[src/rtl/srp_pkg.sv]
package srp_pkg;

  typedef enum logic [1:0] {
    CG_IDLE,
    CG_LOW,
    CG_HIGH,
    CG_TAIL
  } cg_state_t;

  // Cycles one internal frame occupies: every bit has a low and a high
  // phase, plus one closing cycle that keeps the last bit after the fall.
  function automatic int unsigned frame_cycles(input int unsigned width,
                                                input int unsigned lo,
                                                input int unsigned hi);
    return width * (lo + hi) + 1;
  endfunction

  // Larger of two phase lengths, used to size the phase counter.
  function automatic int unsigned phase_max(input int unsigned a,
                                            input int unsigned b);
    return (a > b) ? a : b;
  endfunction

endpackage

[src/rtl/srp_sync2.sv]
module srp_sync2 (
  input  logic clk,
  input  logic rst_n,
  input  logic async_in,
  output logic sync_out
);
  logic stage_a;
  logic stage_b;

  always_ff @(posedge clk or negedge rst_n) begin
    if (!rst_n) begin
      stage_a <= 1'b0;
      stage_b <= 1'b0;
    end else begin
      stage_a <= async_in;
      stage_b <= stage_a;
    end
  end

  assign sync_out = stage_b;
endmodule

[src/rtl/srp_int_clkgen.sv]
module srp_int_clkgen
  import srp_pkg::*;
#(
  parameter int unsigned WIDTH  = 12,
  parameter int unsigned LO_CYC = 3,
  parameter int unsigned HI_CYC = 2
) (
  input  logic clk,
  input  logic rst_n,
  input  logic start,
  input  logic abort,
  output logic dclk,
  output logic shift,
  output logic active
);
  localparam int unsigned PH_MAX = phase_max(LO_CYC, HI_CYC);
  localparam int unsigned CW     = $clog2(PH_MAX + 1);
  localparam int unsigned BW     = $clog2(WIDTH + 1);
  localparam int unsigned FRAME  = frame_cycles(WIDTH, LO_CYC, HI_CYC);
  localparam int unsigned FW     = $clog2(FRAME + 1);

  cg_state_t         state;
  logic [CW-1:0]     ph_cnt;
  logic [BW-1:0]     bit_idx;
  logic [FW-1:0]     frame_len;
  logic              lo_done;
  logic              hi_done;
  logic              last_bit;

  assign lo_done  = (ph_cnt == CW'(LO_CYC - 1));
  assign hi_done  = (ph_cnt == CW'(HI_CYC - 1));
  assign last_bit = (bit_idx == BW'(WIDTH - 1));

  always_ff @(posedge clk or negedge rst_n) begin
    if (!rst_n) begin
      state   <= CG_IDLE;
      ph_cnt  <= '0;
      bit_idx <= '0;
    end else if (abort) begin
      state   <= CG_IDLE;
      ph_cnt  <= '0;
      bit_idx <= '0;
    end else begin
      unique case (state)
        CG_IDLE: begin
          if (start) begin
            state   <= CG_LOW;
            ph_cnt  <= '0;
            bit_idx <= '0;
          end
        end
        CG_LOW: begin
          if (lo_done) begin
            state  <= CG_HIGH;
            ph_cnt <= '0;
          end else begin
            ph_cnt <= ph_cnt + 1'b1;
          end
        end
        CG_HIGH: begin
          if (hi_done) begin
            ph_cnt  <= '0;
            bit_idx <= bit_idx + 1'b1;
            state   <= last_bit ? CG_TAIL : CG_LOW;
          end else begin
            ph_cnt <= ph_cnt + 1'b1;
          end
        end
        CG_TAIL: begin
          state   <= CG_IDLE;
          bit_idx <= '0;
        end
        default: state <= CG_IDLE;
      endcase
    end
  end

  // Frame-length counter kept for the checks below.
  always_ff @(posedge clk or negedge rst_n) begin
    if (!rst_n)                 frame_len <= '0;
    else if (state == CG_IDLE)  frame_len <= '0;
    else                        frame_len <= frame_len + 1'b1;
  end

  assign dclk   = (state == CG_HIGH);
  assign active = (state != CG_IDLE);
  // The data moves one cycle after each fall, so the bit is still held
  // on the falling edge.
  assign shift  = ((state == CG_LOW) && (ph_cnt == '0) && (bit_idx != '0)) ||
                  (state == CG_TAIL);

  assert_frame_len_R3: assert property (@(posedge clk) disable iff (!rst_n)
    (state == CG_TAIL) |-> (frame_len == FW'(FRAME - 1)));

  assert_bit_bound_R3: assert property (@(posedge clk) disable iff (!rst_n)
    active |-> (bit_idx <= BW'(WIDTH)));

endmodule

[src/rtl/srp_shifter.sv]
module srp_shifter #(
  parameter int unsigned WIDTH = 12
) (
  input  logic             clk,
  input  logic             rst_n,
  input  logic             ext_sel,
  input  logic             load,
  input  logic             suppress,
  input  logic [WIDTH-1:0] word,
  input  logic             int_shift,
  input  logic             ext_shift,
  output logic             head_bit,
  output logic             ext_bit
);
  logic [WIDTH-1:0] sreg;
  logic             ext_q;
  logic             load_ok;
  logic             do_shift;

  assign load_ok  = load && !suppress;
  assign do_shift = ext_sel ? ext_shift : int_shift;

  always_ff @(posedge clk or negedge rst_n) begin
    if (!rst_n) begin
      sreg  <= '0;
      ext_q <= 1'b0;
    end else if (load_ok) begin
      sreg  <= word;
      ext_q <= 1'b0;
    end else if (do_shift) begin
      sreg <= {sreg[WIDTH-2:0], 1'b0};
      if (ext_sel) ext_q <= sreg[WIDTH-1];
    end
  end

  assign head_bit = sreg[WIDTH-1];
  assign ext_bit  = ext_q;

  assert_load_taken_R6: assert property (@(posedge clk) disable iff (!rst_n)
    (load && !suppress) |=> (sreg == $past(word)));

  assert_load_dropped_R8: assert property (@(posedge clk) disable iff (!rst_n)
    (load && suppress && !do_shift) |=> $stable(sreg));

endmodule

[src/rtl/serial_result_port.sv]
module serial_result_port #(
  parameter int unsigned WIDTH  = 12,
  parameter int unsigned LO_CYC = 3,
  parameter int unsigned HI_CYC = 2
) (
  input  logic             clk,
  input  logic             rst_n,
  input  logic             ext_sel,
  input  logic             cs_n,
  input  logic             conv_start,
  input  logic             load_req,
  input  logic [WIDTH-1:0] result_word,
  input  logic             ext_dclk,
  output logic             ser_data,
  output logic             ser_data_oe,
  output logic             busy_n,
  output logic             busy_oe,
  output logic             dclk_out,
  output logic             dclk_oe
);
  logic ext_lvl;
  logic ext_gated;
  logic ext_gated_d;
  logic ext_rise;
  logic load_suppress;
  logic start_ok;
  logic int_dclk;
  logic int_shift;
  logic int_active;
  logic head_bit;
  logic ext_bit;
  logic busy_q;

  srp_sync2 u_sync (
    .clk      (clk),
    .rst_n    (rst_n),
    .async_in (ext_dclk),
    .sync_out (ext_lvl)
  );

  // Select gates the outside clock before edge detection.
  assign ext_gated = ext_lvl && !cs_n;

  always_ff @(posedge clk or negedge rst_n) begin
    if (!rst_n) ext_gated_d <= 1'b0;
    else        ext_gated_d <= ext_gated;
  end

  assign ext_rise      = ext_gated && !ext_gated_d;
  assign load_suppress = ext_sel && ext_lvl && !cs_n;
  assign start_ok      = conv_start && busy_q && !load_req;

  always_ff @(posedge clk or negedge rst_n) begin
    if (!rst_n)        busy_q <= 1'b1;
    else if (load_req) busy_q <= 1'b1;
    else if (start_ok) busy_q <= 1'b0;
  end

  srp_int_clkgen #(
    .WIDTH  (WIDTH),
    .LO_CYC (LO_CYC),
    .HI_CYC (HI_CYC)
  ) u_clkgen (
    .clk    (clk),
    .rst_n  (rst_n),
    .start  (start_ok && !ext_sel),
    .abort  (load_req),
    .dclk   (int_dclk),
    .shift  (int_shift),
    .active (int_active)
  );

  srp_shifter #(
    .WIDTH (WIDTH)
  ) u_shifter (
    .clk       (clk),
    .rst_n     (rst_n),
    .ext_sel   (ext_sel),
    .load      (load_req),
    .suppress  (load_suppress),
    .word      (result_word),
    .int_shift (int_shift),
    .ext_shift (ext_rise),
    .head_bit  (head_bit),
    .ext_bit   (ext_bit)
  );

  assign ser_data    = ext_sel ? ext_bit : (int_active && head_bit);
  assign dclk_out    = !ext_sel && int_dclk;
  assign busy_n      = busy_q;
  assign ser_data_oe = !cs_n;
  assign busy_oe     = !cs_n;
  assign dclk_oe     = !cs_n && !ext_sel;

  assert_busy_falls_R2: assert property (@(posedge clk) disable iff (!rst_n)
    (busy_n && conv_start && !load_req) |=> !busy_n);

  assert_restart_ignored_R2: assert property (@(posedge clk) disable iff (!rst_n)
    (!busy_n && conv_start && !load_req && int_active && !ext_sel && !ext_sel)
      |=> $stable(busy_n));

  assert_idle_quiet_R5: assert property (@(posedge clk) disable iff (!rst_n)
    (busy_n && !ext_sel) |-> (!dclk_out && !ser_data));

  assert_rise_hold_R4: assert property (@(posedge clk) disable iff (!rst_n)
    (!ext_sel && $rose(dclk_out)) |-> $stable(ser_data));

  assert_fall_hold_R4: assert property (@(posedge clk) disable iff (!rst_n)
    (!ext_sel && $fell(dclk_out)) |-> $stable(ser_data));

endmodule

[config.mk]
export PLATFORM = sky130hd
export DESIGN_NAME = serial_result_port
export DESIGN_NICKNAME = d
export VERILOG_FILES = /design/src/rtl/srp_pkg.sv /design/src/rtl/srp_sync2.sv /design/src/rtl/srp_int_clkgen.sv /design/src/rtl/srp_shifter.sv /design/src/rtl/serial_result_port.sv
export SDC_FILE = /design/constraint.sdc
export NUM_CORES = 1
export LEC_CHECK = 0
export BUFFER_PORTS_ARGS = -buffer_cell sky130_fd_sc_hd__buf_4
export CORE_MARGIN = 10
export CORE_UTILIZATION = 40
export CTS_BUF_LIST = sky130_fd_sc_hd__clkbuf_8
export CTS_CLUSTER_SIZE = 20
export DETAILED_ROUTE_END_ITERATION = 12
export HOLD_SLACK_MARGIN = 0.12
export PLACE_DENSITY = 0.62
export RECOVER_POWER = 25
export SETUP_SLACK_MARGIN = 0.15
export SLEW_MARGIN = 0
export SYNTH_ARGS = -nofsm -noshare
export SYNTH_HDL_FRONTEND = slang
export SYNTH_SLANG_ARGS = --single-unit
[constraint.sdc]
create_clock -name clk -period 4.2 [get_ports clk]
set_input_delay 0.42 -clock clk [delete_from_list [all_inputs] [get_ports clk]]
set_output_delay 0.42 -clock clk [all_outputs]
set_load 0.01 [all_outputs]
* Word-level counts from Yosys, hierarchy flattened
Cells that the tools add are included.
** Word-level totals
- Output and inout bits :: 6
- Register bits after elaboration :: 25
** Operators by class
- Reductions and logical operators :: 32
- Mux-type cells :: 24
- Eq/ne operators :: 9
- Add/sub/neg operators :: 2
** Operators with widths (number)
- 12-bit 2-to-1 mux :: 2
- 2-bit 2-to-1 mux :: 9
- 1-bit logical AND :: 13
- 4-bit 2-to-1 mux :: 3
- 4-bit one-hot mux with 3 select lines :: 1
- 4-bit nonzero test :: 3
- 3-bit by 2-bit inequality test with 1-bit output (second input constant) :: 3
- 2-bit one-hot mux with 4 select lines :: 1
- 2-bit nonzero test :: 4
- 1-bit 2-to-1 mux :: 7
- 2-bit == test (second input constant) :: 3
- 2-bit one-hot mux with 3 select lines :: 1
- 3-bit AND reduction :: 2
- 1-bit logical NOT :: 5
- 4-bit by 1-bit adder with 4-bit output (second input constant) :: 1
- 2-bit by 1-bit == test with 1-bit output (second input constant) :: 2
- 4-bit == test (second input constant) :: 1
- 2-bit logical NOT :: 2
- 2-bit AND reduction :: 2
- 2-bit by 1-bit adder with 2-bit output (second input constant) :: 1
- 1-bit logical OR :: 1

* Longest topological paths before layout
- Depth in word-level cells :: 7
- Mapped depth :: 7
- Gate-level depth less buffers :: 6

* By module
Synthesis repeated with hierarchy kept, for this count alone.
** Unflattened totals
- Cell total of the unflattened synthesis :: 138
- Area total of the unflattened synthesis :: 1529.0 um^2
** Modules (own cells, without submodules)
- srp_shifter :: cells each 48, area an instance 700.7 um^2, instances 1, seq. area each 325.3 um^2
- srp_int_clkgen :: cells each 72, area an instance 649.4 um^2, instances 1, seq. area each 200.2 um^2
- serial_result_port :: cells each 16, area an instance 128.9 um^2, instances 1, seq. area each 51.3 um^2
- srp_sync2 :: cells each 2, area an instance 50.0 um^2, instances 1, seq. area each 50.0 um^2

* Least setup slack after synthesis
No wires, ideal clock.
- Path type :: register to register
- Start point :: reg u_clkgen.state[0]
- End point :: reg u_clkgen.ph_cnt[0]
- Data required time :: 4.073 ns
- Cell stages (with the launch flop) :: 7
- Setup time :: 0.127 ns
- Slack :: 2.610 ns
- Data arrival time :: 1.463 ns
- Buffers on the path :: 1
- Path through :: dfrtp_1 inv_1 ha_1 clkbuf_2 nor4_1 nor2_1 mux2_1
** Between the ends
- Cells in the longest elaborated chain, start to end :: 3
** RTL lines
- start: declaration :: line srp_int_clkgen.sv:22 : cg_state_t state;
- start signal: assignment :: line srp_int_clkgen.sv:64 : state <= last_bit ? CG_TAIL : CG_LOW;
- 2-bit == test (tied with other cells) :: line srp_int_clkgen.sv:44 : unique case (state)
- 2-bit one-hot mux with 3 select lines (tied with other cells) :: line srp_int_clkgen.sv:44
- 2-bit 2-to-1 mux or 2-bit AND reduction (tied branches)
- end signal: assignment :: line srp_int_clkgen.sv:57 : ph_cnt <= ph_cnt + 1'b1;
- end signal: assignment :: line srp_int_clkgen.sv:66 : ph_cnt <= ph_cnt + 1'b1;
- end: declaration :: line srp_int_clkgen.sv:23 : logic [CW-1:0] ph_cnt;
Parallel ways exist; a longest one is shown, timed or not.
A chain may end at the register's enable or synchronous reset.

* Worst setup path after layout
- Start point :: reg u_clkgen.state[1]
- End point :: reg u_shifter.sreg[11]
** Between the ends
- Cells in the longest elaborated chain, start to end :: 6
** RTL lines
- 2-bit by 1-bit == test with 1-bit output :: line srp_int_clkgen.sv:89 : assign shift = ((state == CG_LOW) && (ph_cnt == '0) && (bit_idx != '0)) ||
- 1-bit logical AND (2 in a row) :: line srp_int_clkgen.sv:89
- 1-bit logical OR (*) :: line srp_int_clkgen.sv:89
- 1-bit 2-to-1 mux (*) :: line srp_shifter.sv:21 : assign do_shift = ext_sel ? ext_shift : int_shift;
- 2-bit nonzero test (no source line) (*)
- end signal: assignment :: line srp_shifter.sv:28 : sreg <= word;
- end signal: assignment :: line srp_shifter.sv:31 : sreg <= {sreg[WIDTH-2:0], 1'b0};
- end: declaration :: line srp_shifter.sv:15 : logic [WIDTH-1:0] sreg;
Mark *: on every way between the ends. The rest lies on a longest branch, timed or not.

==> flow_summary.toml <==
[outcome]
outcome = "completed"

[clock_tree]
cts_setup_buffers = 0
cts_resized = 0
clockBufferDepth = 2
ctsHoldBuffers = 1
h-tree-depth = 1
clock_latency_ns = 0.28
numCtsBuffers = 3
clock_sinks = 25
root_buffer = "clkbuf_8"
cts_tree = "done"
path_clk_slew_ns = 0.10

[global_routing]
track_usage = 0.109
grt_pass1_wl_um = 5940
grt_pass1_vias = 1284
grt_max_degree = 26
overflow = 0
antenna_found_initial = 0

[synth]
synth_simple_gate_area_frac = 0.229
synth_top_family_by_area = "simple AND/OR/NAND/NOR gates"
synthFlopType = "dfrtp_1"
yosysUniqueCellTypes = 43
synthAdderAreaFrac = 0.0486
synthesis.nets = 183
avgSynthCellArea_um2 = 9.77
async_reset_ff_frac = 1.00
ys_seq_area_frac = 0.406
synth_xor_area_frac = 0
synth.mux.area_fraction = 0.0300
synth_seq_cells = 25
syn_inst = 158
synth_compound_area_frac = 0.219
synth_enable_flop_cells = 0
yosysWarnings = 0
synth_area_um2 = 1540

[power_and_ir_drop]
power_leakage_nw = 0.804
vdd_drop_max_uv = 317
p_per_area_nw_per_um2 = 457

[critical_path]
critical_path_class = "register to register"
start_kind = "register"
cp.arrival_ns = 2.14
cp.required_ns = 4.36
cp-end-kind = "register"
cp_max_fo = 13
rrSetupSlack_ns = 2.22

[sta]
worst_slack_ns = 2.22
setup-violations-final = 0
period_share = 0.471
fmax_mhz = 505
slew_violations = 0
slew_headroom = 0.0680
worst_pin_slew_ns = 1.40
skew_ns = 0.00740
rsz0062_at_grt = "no"
hold_violations = 0
tns_ns = 0
whs_ns = 0.271
fin_crit_ns = 1.98

[final_layout]
layoutNonFillerInstCount = 225
final_cell_mix = "29 x nand2_1, 24 x dfrtp_1, 22 x buf_4, 12 x nand4_1, 10 x inv_1"
layout-drive-gt1-share = 0.266
num_antenna_cells = 0
syn_to_final_growth_pct = 14.6
layout_commonest_cell = "nand2_1"
final_nets = 203
stdcell_area_um2 = 1770

[placed_design]
hpwl_um = 2500
placed_cell_area_um2 = 1720
dp_worst_setup_slack_ns = 2.23
placed_cells = 220
portBuffers = 24
place_congestion = 0.846

[drt]
viasPerCell = 5.42
wl_per_cell_um = 14.7
initialDrtViolationCount = 72
wl_um = 3300
drt_pass1_iterations = 4
vias = 1220
ant_nets = 0
drcViolationCount = 0

[flow_run]
drv_cap = 0

[worst_hold_path]
hp-class = "primary input to register"

[die]
coreArea_um2 = 3690
dieHeight_um = 82.1
start_util = 0.419
pin_count = 25
rows = 22
die_area_um2 = 6750
fp.dieW_um = 82.1
-- kinds of logic after synthesis --
family          after synthesis
buf+inv                      20
compound gates               36
fa+ha+maj                     6
simple gates                 67
flops                        25
mux                           4
-- layer usage --
| layer | track usage | vias to the layer above | part of all wire |
|---|---|---|---|
| met5 | 0 | - | 0 |
| met4 | 0.0255 | 0 | 0.010 |
| met3 | 0.0410 | 5 | 0.072 |
| met2 | 0.180 | 24 | 0.49 |
| met1 | 0.131 | 593 | 0.43 |
| li1 | - | 598 | - |
-- cell type report --
class	instances	area (um^2)
fillers	380	1920
multi-input cells	113	810
flip-flops and latches	25	627
repair buffers	25	186
well taps	48	60.1
clock buffers	3	41.3
inverters	10	37.5
clock inverters	1	7.51
-- metrics by stage --
stage                     total power, W   util
after global placement          0.000653  0.465
after global routing            0.000875  0.480
final                           0.000809  0.480
after CTS                       0.000816  0.481
after floorplan                 0.000589      -
after detailed placement        0.000666  0.465
-- state kept, by name, indices dropped and copies added, names as in the netlist --
signal / cells
u_shifter.sreg: 12
u_clkgen.bit_idx: 4
u_clkgen.ph_cnt: 2
u_clkgen.state: 2
busy_n: 1
ext_gated_d: 1
u_shifter.ext_bit: 1
u_sync.stage_a: 1
u_sync.sync_out: 1
-- Yosys cell counts, types with 3 or more instances --
master | instances | area [um^2]
nand2_1 | 29 | 109
dfrtp_1 | 24 | 601
nand4_1 | 12 | 75.1
inv_1 | 10 | 37.5
o211ai_2 | 9 | 113
nor2_1 | 8 | 30.0
ha_1 | 6 | 75.1
buf_2 | 5 | 25.0
o21ai_0 | 5 | 25.0
nand2b_1 | 4 | 25.0
nand3_1 | 3 | 15.0
o211ai_1 | 3 | 22.5
-- worst paths after layout --
| check | start | to | cells after the start |
|---|---|---|---|
| worst max-delay path | u_clkgen.state[1] | u_shifter.sreg[11] | 6 |
| worst min-delay path | ext_dclk | u_sync.stage_a | 1 |
| worst max register to register | u_clkgen.state[1] | u_shifter.sreg[11] | 6 |
| worst min register to register | u_sync.stage_a | u_sync.sync_out | 0 |
| max in group asynchronous | rst_n | u_clkgen.ph_cnt[1] | 2 |
| min in group asynchronous | rst_n | u_shifter.sreg[6] | 2 |
-- critical path, cell delays in order (launching register included) --
cell and delay [ns]:
dfrtp_1 0.42, inv_1 0.11, ha_1 0.25, nand2b_1 0.13, o31ai_4 0.44, and2_4 0.37
o211ai_1 0.13
-- where the power goes --
| part | switching, W | internal [W] |
|---|---|---|
| combinational | 0.000187 | 0.000151 |
| sequential | 0.0000394 | 0.000282 |
| clock | 0.0000822 | 0.0000674 |
Power figures use the tool's default switching activity.
